## src/rtl/mcj_pkg.sv

```systemverilog
package mcj_pkg;

  // sequencer phases of the jump unit
  typedef enum logic {
    ST_IDLE  = 1'b0,
    ST_FETCH = 1'b1
  } mcj_state_e;

  localparam int unsigned MCJ_WORD_W     = 32;
  localparam int unsigned MCJ_CMP_W      = 8;
  localparam int unsigned MCJ_SKIP_BYTES = 8;
  localparam int unsigned MCJ_LAND_BYTES = 4;

endpackage

```

## src/rtl/mcj_compare.sv

```systemverilog
module mcj_compare #(
  parameter int unsigned CMP_W = 8
) (
  input  logic [CMP_W-1:0] value_i,
  input  logic [CMP_W-1:0] mask_i,
  input  logic [CMP_W-1:0] sample_i,
  output logic             hit_o
);

  // a set mask bit removes that position from the compare
  function automatic logic masked_equal(
    input logic [CMP_W-1:0] smp,
    input logic [CMP_W-1:0] ref_v,
    input logic [CMP_W-1:0] excl
  );
    logic [CMP_W-1:0] diff;
    diff = (smp ^ ref_v) & ~excl;
    return (diff == '0);
  endfunction

  assign hit_o = masked_equal(sample_i, value_i, mask_i);

endmodule

```

## src/rtl/mcj_seq.sv

```systemverilog
module mcj_seq
  import mcj_pkg::*;
#(
  parameter int unsigned           ADDR_W     = 32,
  parameter logic [ADDR_W-1:0]     RESET_PTR  = '0,
  parameter int unsigned           SKIP_BYTES = 8,
  parameter int unsigned           LAND_BYTES = 4
) (
  input  logic              clk,
  input  logic              rst_n,
  input  logic              accept_i,
  input  logic              hit_i,
  input  logic [ADDR_W-1:0] target_i,
  input  logic              fetch_rdy_i,
  output logic              idle_o,
  output logic              land_o,
  output logic              match_o,
  output logic              fetch_req_o,
  output logic [ADDR_W-1:0] fetch_addr_o,
  output logic [ADDR_W-1:0] ip_o,
  output logic              done_o
);

  function automatic logic [ADDR_W-1:0] skip_next(input logic [ADDR_W-1:0] p);
    return p + ADDR_W'(SKIP_BYTES);
  endfunction

  function automatic logic [ADDR_W-1:0] land_next(input logic [ADDR_W-1:0] t);
    return t + ADDR_W'(LAND_BYTES);
  endfunction

  mcj_state_e        state_q;
  logic              match_q;
  logic              done_q;
  logic [ADDR_W-1:0] tgt_q;
  logic [ADDR_W-1:0] ip_q;

  assign idle_o       = (state_q == ST_IDLE);
  assign fetch_req_o  = (state_q == ST_FETCH);
  assign land_o       = fetch_req_o & fetch_rdy_i;
  assign match_o      = match_q;
  assign done_o       = done_q;
  assign fetch_addr_o = tgt_q;
  assign ip_o         = ip_q;

  always_ff @(posedge clk or negedge rst_n) begin
    if (!rst_n) begin
      state_q <= ST_IDLE;
      match_q <= 1'b0;
      done_q  <= 1'b0;
      tgt_q   <= '0;
      ip_q    <= RESET_PTR;
    end else begin
      done_q <= 1'b0;
      case (state_q)
        ST_IDLE: begin
          if (accept_i) begin
            match_q <= hit_i;
            if (hit_i) begin
              tgt_q   <= target_i;
              state_q <= ST_FETCH;
            end else begin
              ip_q   <= skip_next(ip_q);
              done_q <= 1'b1;
            end
          end
        end
        ST_FETCH: begin
          if (land_o) begin
            ip_q    <= land_next(tgt_q);
            done_q  <= 1'b1;
            state_q <= ST_IDLE;
          end
        end
        default: state_q <= ST_IDLE;
      endcase
    end
  end

endmodule

```

## src/rtl/mcj_unit.sv

```systemverilog
module mcj_unit
  import mcj_pkg::*;
#(
  parameter int unsigned           WORD_W     = MCJ_WORD_W,
  parameter int unsigned           CMP_W      = MCJ_CMP_W,
  parameter logic [WORD_W-1:0]     RESET_PTR  = '0,
  parameter int unsigned           SKIP_BYTES = MCJ_SKIP_BYTES,
  parameter int unsigned           LAND_BYTES = MCJ_LAND_BYTES
) (
  input  logic              clk,
  input  logic              rst_n,
  input  logic              eval_i,
  input  logic [WORD_W-1:0] word0_i,
  input  logic [WORD_W-1:0] word1_i,
  input  logic [CMP_W-1:0]  rx_byte_i,
  input  logic              fetch_rdy_i,
  output logic              match_o,
  output logic              fetch_req_o,
  output logic [WORD_W-1:0] fetch_addr_o,
  output logic [WORD_W-1:0] ip_o,
  output logic              done_o
);

  localparam int unsigned ADDR_W   = WORD_W;
  localparam int unsigned FIELDS_W = 2 * CMP_W;

  // named internal events, observed by the bound checker
  logic             hit_w;
  logic             idle_w;
  logic             accept_w;
  logic             land_w;
  logic [CMP_W-1:0] cmp_value_w;
  logic [CMP_W-1:0] cmp_mask_w;

  assign cmp_value_w = word0_i[CMP_W-1:0];
  assign cmp_mask_w  = word0_i[FIELDS_W-1:CMP_W];
  assign accept_w    = eval_i & idle_w;

  generate
    if (FIELDS_W < WORD_W) begin : g_spare
      logic unused_spare;
      assign unused_spare = ^word0_i[WORD_W-1:FIELDS_W];
    end
  endgenerate

  mcj_compare #(
    .CMP_W (CMP_W)
  ) u_cmp (
    .value_i  (cmp_value_w),
    .mask_i   (cmp_mask_w),
    .sample_i (rx_byte_i),
    .hit_o    (hit_w)
  );

  mcj_seq #(
    .ADDR_W     (ADDR_W),
    .RESET_PTR  (RESET_PTR),
    .SKIP_BYTES (SKIP_BYTES),
    .LAND_BYTES (LAND_BYTES)
  ) u_seq (
    .clk          (clk),
    .rst_n        (rst_n),
    .accept_i     (accept_w),
    .hit_i        (hit_w),
    .target_i     (word1_i),
    .fetch_rdy_i  (fetch_rdy_i),
    .idle_o       (idle_w),
    .land_o       (land_w),
    .match_o      (match_o),
    .fetch_req_o  (fetch_req_o),
    .fetch_addr_o (fetch_addr_o),
    .ip_o         (ip_o),
    .done_o       (done_o)
  );

endmodule

```

## config.mk

```make
export PLATFORM = sky130hd
export DESIGN_NAME = mcj_unit
export DESIGN_NICKNAME = d
export VERILOG_FILES = /design/src/rtl/mcj_pkg.sv /design/src/rtl/mcj_compare.sv /design/src/rtl/mcj_seq.sv /design/src/rtl/mcj_unit.sv
export SDC_FILE = /design/constraint.sdc
export NUM_CORES = 1
export LEC_CHECK = 0
export ABC_AREA = 1
export BUFFER_PORTS_ARGS = -buffer_cell sky130_fd_sc_hd__clkbuf_2
export CAP_MARGIN = 20
export CORE_MARGIN = 4
export CORE_UTILIZATION = 52
export DETAILED_ROUTE_END_ITERATION = 8
export MAX_ROUTING_LAYER = met4
export PLACE_DENSITY_LB_ADDON = 0.3
export SLEW_MARGIN = 0
export SYNTH_ARGS = -nofsm -noshare
export SYNTH_HDL_FRONTEND = slang
export SYNTH_SLANG_ARGS = --single-unit
```

## constraint.sdc

```tcl
create_clock -name clk -period 1.6 [get_ports clk]
set_input_delay 0.16 -clock clk [delete_from_list [all_inputs] [get_ports clk]]
set_output_delay 0.16 -clock clk [all_outputs]
set_load 0.01 [all_outputs]
```

## Word-level counts from Yosys, hierarchy flattened

Index checks and enable logic that the tools add are counted.

| storage, ports and cells | value |
|---|---|
| output and inout bits | 67 |
| bits of input ports | 76 |
| flip-flop bits (word level) | 67 |

| cells by class | value |
|---|---|
| bitwise logic cells | 6 |
| muxes and demuxes | 12 |
| reductions and logical operators | 4 |
| eq/ne operators | 3 |
| add/subtract/negate cells | 2 |

Operators by type and width:

| cell | count |
|---|---|
| 32-bit two-way mux | 3 |
| 32-bit one-hot mux with 2 select lines | 1 |
| 32-bit by 3-bit adder with 32-bit output (second input constant) | 1 |
| 32-bit by 4-bit adder with 32-bit output (second input constant) | 1 |
| 8-bit AND | 1 |
| 8-bit zero test | 1 |
| 8-bit inverter | 1 |
| 8-bit XOR | 1 |
| 1-bit two-way mux | 6 |
| 3-bit AND reduction | 2 |
| 2-bit inequality test (second input constant) | 2 |
| 1-bit one-hot mux with 2 select lines | 2 |
| 1-bit AND | 2 |
| 2-bit by 1-bit inequality test with 1-bit output (second input constant) | 1 |
| 2-bit AND reduction | 1 |
| 1-bit inverter | 1 |

## Depth between registers and ports, before layout

| logic depth | value |
|---|---|
| word-level depth | 6 |
| gate-level depth with buffers | 11 |
| gate-level depth less buffers | 11 |

## Modules after synthesis

From an unflattened synthesis, not the netlist that was laid out.

| unflattened totals | value |
|---|---|
| cell total of the unflattened synthesis | 684 |
| area total of the unflattened synthesis | 4541.9 µm² |

Modules (own cells, without submodules):

| module | cells an instance | area each (µm²) | instances |
|---|---|---|---|
| mcj_seq | 629 | 4327.9 | 1 |
| mcj_compare | 53 | 206.4 | 1 |
| mcj_unit | 2 | 7.5 | 1 |

## Least setup slack after synthesis

OpenSTA, ideal clock, no wires.

| timing | value |
|---|---|
| kind | reg2reg |
| start | register u_seq.tgt_q[2], in the netlist u_seq.fetch_addr_o[2] |
| end | register u_seq.ip_q[12], in the netlist u_seq.ip_o[12] |
| cell stages (with the launch flop) | 10 |
| arrival time | 1.446 ns |
| setup time | 0.117 ns |
| required time | 1.483 ns |
| buffers on the path | 0 |
| setup slack | 0.036 ns |
| cell sequence | dfrtp_1 -> ha_1 -> nand2_1 -> nor2_4 -> nand2_2 -> nor2_4 -> xor2_1 -> nand2_1 -> nand3_1 -> nand2_1 |

| between the ends | value |
|---|---|
| longest elaborated chain between the ends | 3 |

Ends and longest elaborated chain:

| item | line | RTL |
|---|---|---|
| start: declaration | mcj_seq.sv:35 | `logic [ADDR_W-1:0] tgt_q;` |
| start signal: assignment | mcj_seq.sv:60 | `tgt_q <= target_i;` |
| 32-bit by 3-bit adder with 32-bit output | mcj_seq.sv:29 | `return t + ADDR_W'(LAND_BYTES);` |
| 32-bit two-way mux | mcj_seq.sv:69 | `if (land_o) begin` |
| 32-bit one-hot mux with 2 select lines | mcj_seq.sv:55 | `case (state_q)` |
| end signal: assignment | mcj_seq.sv:63 | `ip_q <= skip_next(ip_q);` |
| end signal: assignment | mcj_seq.sv:70 | `ip_q <= land_next(tgt_q);` |
| end: declaration | mcj_seq.sv:36 | `logic [ADDR_W-1:0] ip_q;` |

Every way passes these cells. The select of a mux whose other input is x is not followed.
A chain may end at the register's enable or synchronous reset.

## Worst setup path after layout

| timing | value |
|---|---|
| start | register u_seq.tgt_q[3], in the netlist u_seq.fetch_addr_o[3] |
| end | register u_seq.ip_q[16], in the netlist u_seq.ip_o[16] |

The elaborated chain is that of the path after synthesis.

==> impl_metrics.toml <==
[outcome]
status = "complete, but fails checks"
violations = "negative setup slack"

[final_layout]
design_area_mm2 = 0.006148
fin_cells = 1018
nets = 983
layout-drive-gt1-share = 0.3055
num_antenna_cells = 0
area_delta_synth_final_pct = 32.13

[pwr]
p_leak_nw = 3.121
peakVddDrop_uv = 829.9
power_mw = 8.840
p_per_area_mw_per_mm2 = 1438

[clocking]
clock_sinks = 67
worstSkewPairLatency_ns = 0.37
cts.htree.levels = 3
clk_pin_slew_ns = 0.08
cts-root-buf = "clkbuf_8"
tritoncts = "done"
clock_path_buffers = 2
numCtsBuffers = 9

[critical_path]
cp_data_required_time_ns = 1.85
critical_path_class = "register to register"
cp-start-kind = "register"
path_max_fanout = 4
cp-startpoint = "u_seq.fetch_addr_o[3]"
end_kind = "register"
arrival_ns = 1.89
timing.rr.start = "u_seq.fetch_addr_o[3]"

[synthesis]
syn-cell-area_mm2 = 0.004653
synth-warning-count = 0
synth_cells = 734
ys_seq_elements = 67
async_flop_share = 1.000
yosysUniqueCellTypes = 27
synth_edf_count = 0
synthFlopType = "dfrtp_1"
syn-num-nets = 812
synth.yosys.seq_area_share = 0.3603
synth_area_per_cell_um2 = 6.340

[sta]
rsz0062_at_grt = "yes"
finalSetupTns_ns = -0.1169
slew-limit-headroom = 0.7451
hold_violations = 0
fin_ws_ns = -0.03911
finalClockSkew_ns = 0.01313
post-route-min-period_ns = 1.639
finalSetupViolCount = 7
post-route-period-util = 1.024
drv_slew = 0
tightestPinTransition_ns = 0.3823
max_freq_mhz = 610.1

[placement]
dpl_cell_area_mm2 = 0.005563
placed_cells = 978
numPortBuffers = 126
place_congestion = 0.9259
dp_slack_ns = -0.06543
dp_hpwl_um = 11040

[grt]
gr-total-overflow = 0
grt_pass1_vias = 5071
track_usage = 0.2939
antenna_found_initial = 0
grt_pass1_wl_um = 23520
grt_max_degree = 68

[drt]
vias = 5437
m1WireLength_um = 6397
met3_length_um = 1134
wirelength_um = 14910
top_layer = "met4"
dr.pass1.iters = 5
drc = 0
detail-route-antenna-nets = 0
wl_per_cell_um = 14.65
met2_length_um = 7097
drtIter0Drc = 268
via_per_inst = 5.341

[floorplanning]
floorplan.rows = 34
dieHeight_um = 102.6
ioPinCount = 143
dieArea_mm2 = 0.01053
start_util = 0.5336
chipWidth_um = 102.6
core_area_mm2 = 0.008721

[hold_path]
hp-start = "word1_i[6]"
hold_class = "input port to register"

[job]
cap_violations = 0
## cells in the final DEF, fill, tap and decap left out, drive strengths merged, types with 5 or more instances in the layout
cell type	instances
a21oi	6
clkbuf	134
inv	80
nand3b	6
dfrtp	67
nor2	85
dlygate4sd3	6
xor2	5
nand2	297
nand3	90
o21ai	63
buf	49
clkinv	6
## state kept, by name (all words and copies together), names as in the netlist
register,flops
u_seq.done_o,1
u_seq.fetch_addr_o,32
u_seq.fetch_req_o,1
u_seq.ip_o,32
u_seq.match_o,1
## metrics by stage
stage | utilization | hold WS, ns
final | 0.7050 | 0.001432
after global routing | 0.7050 | 0.01025
after CTS | 0.6683 | 0.003953
after detailed placement | 0.6379 | 0.2116
after global placement | 0.6379 | 0.2075
after floorplan | - | -0.1356
## critical path: stages, from the launching register on
cell and delay, ns:
dfrtp_1 0.41, ha_2 0.22, nand2_2 0.07, nor2_4 0.15
buf_4 0.15, nand2_4 0.06, nor2_4 0.12, nand2_1 0.06
nand3_1 0.09, o21ai_1 0.07, nand2_1 0.06, nand2_1 0.05
## timing repair
item	in CTS	in global routing
setup endpoints to repair	18	27
pin swaps	8	20
buffers inserted	1	17
hold buffers	5	1
resized for setup	13	68
cloned	0	0
endpoints found under the hold margin	71	1
## final cells by class
class	instances	area [µm²]
Multi-Input combinational cell	567	2759
Fill cell	745	2572
Sequential cell	67	1697
Timing Repair Buffer	180	1089
Inverter	80	300.3
Tap cell	108	135.1
Clock buffer	9	123.9
Clock inverter	7	45.04
## Yosys cell counts (all sizes together), types with 4 or more instances
library cell,count,area share
o21ai,63,0.073
nand3b,6,0.0097
and2,4,0.0054
clkbuf,5,0.0040
dfrtp,67,0.36
nand2,297,0.25
inv,80,0.065
nor2,85,0.084
xnor2,4,0.0075
a21oi,6,0.0065
nand3,90,0.097
buf,15,0.022
xor2,5,0.0094
## final timing paths
path	to	slack, ns	cells past startpoint
worst max-delay path	u_seq.ip_o[16]	-0.04	11
worst min-delay path	u_seq.fetch_addr_o[6]	0.001	3
worst max register to register	u_seq.ip_o[16]	-0.04	11
worst min register to register	u_seq.match_o	0.49	2
max in group asynchronous	u_seq.fetch_addr_o[15]	0.90	3
min in group asynchronous	u_seq.ip_o[5]	0.33	3
## cell families (layout without fill, tap and decap cells)
kind of cell             count (synthesis)  after routing  share of synthesized area
adder cells (fa/ha/maj)                  2              2                   0.005377
flip-flops                              67             67                     0.3603
AND/OR/NAND/NOR                        485            485                     0.4450
buffers and inverters                  100            276                    0.09008
XOR/XNOR                                 9              9                    0.01694
AO/OA/AOI/OAI                           71             71                    0.08228
## power breakdown
part	switching, mW	internal, mW
sequential	0.920	2.42
clock	0.723	0.555
combinational	2.42	1.79
## per-layer routing
layer,up-vias,global-route usage
li1,2656,-
met1,2544,0.3802
met2,206,0.4643
met3,31,0.06292
met4,0,0.08779
met5,-,-
No activity file was read; power rests on OpenSTA's default activity.
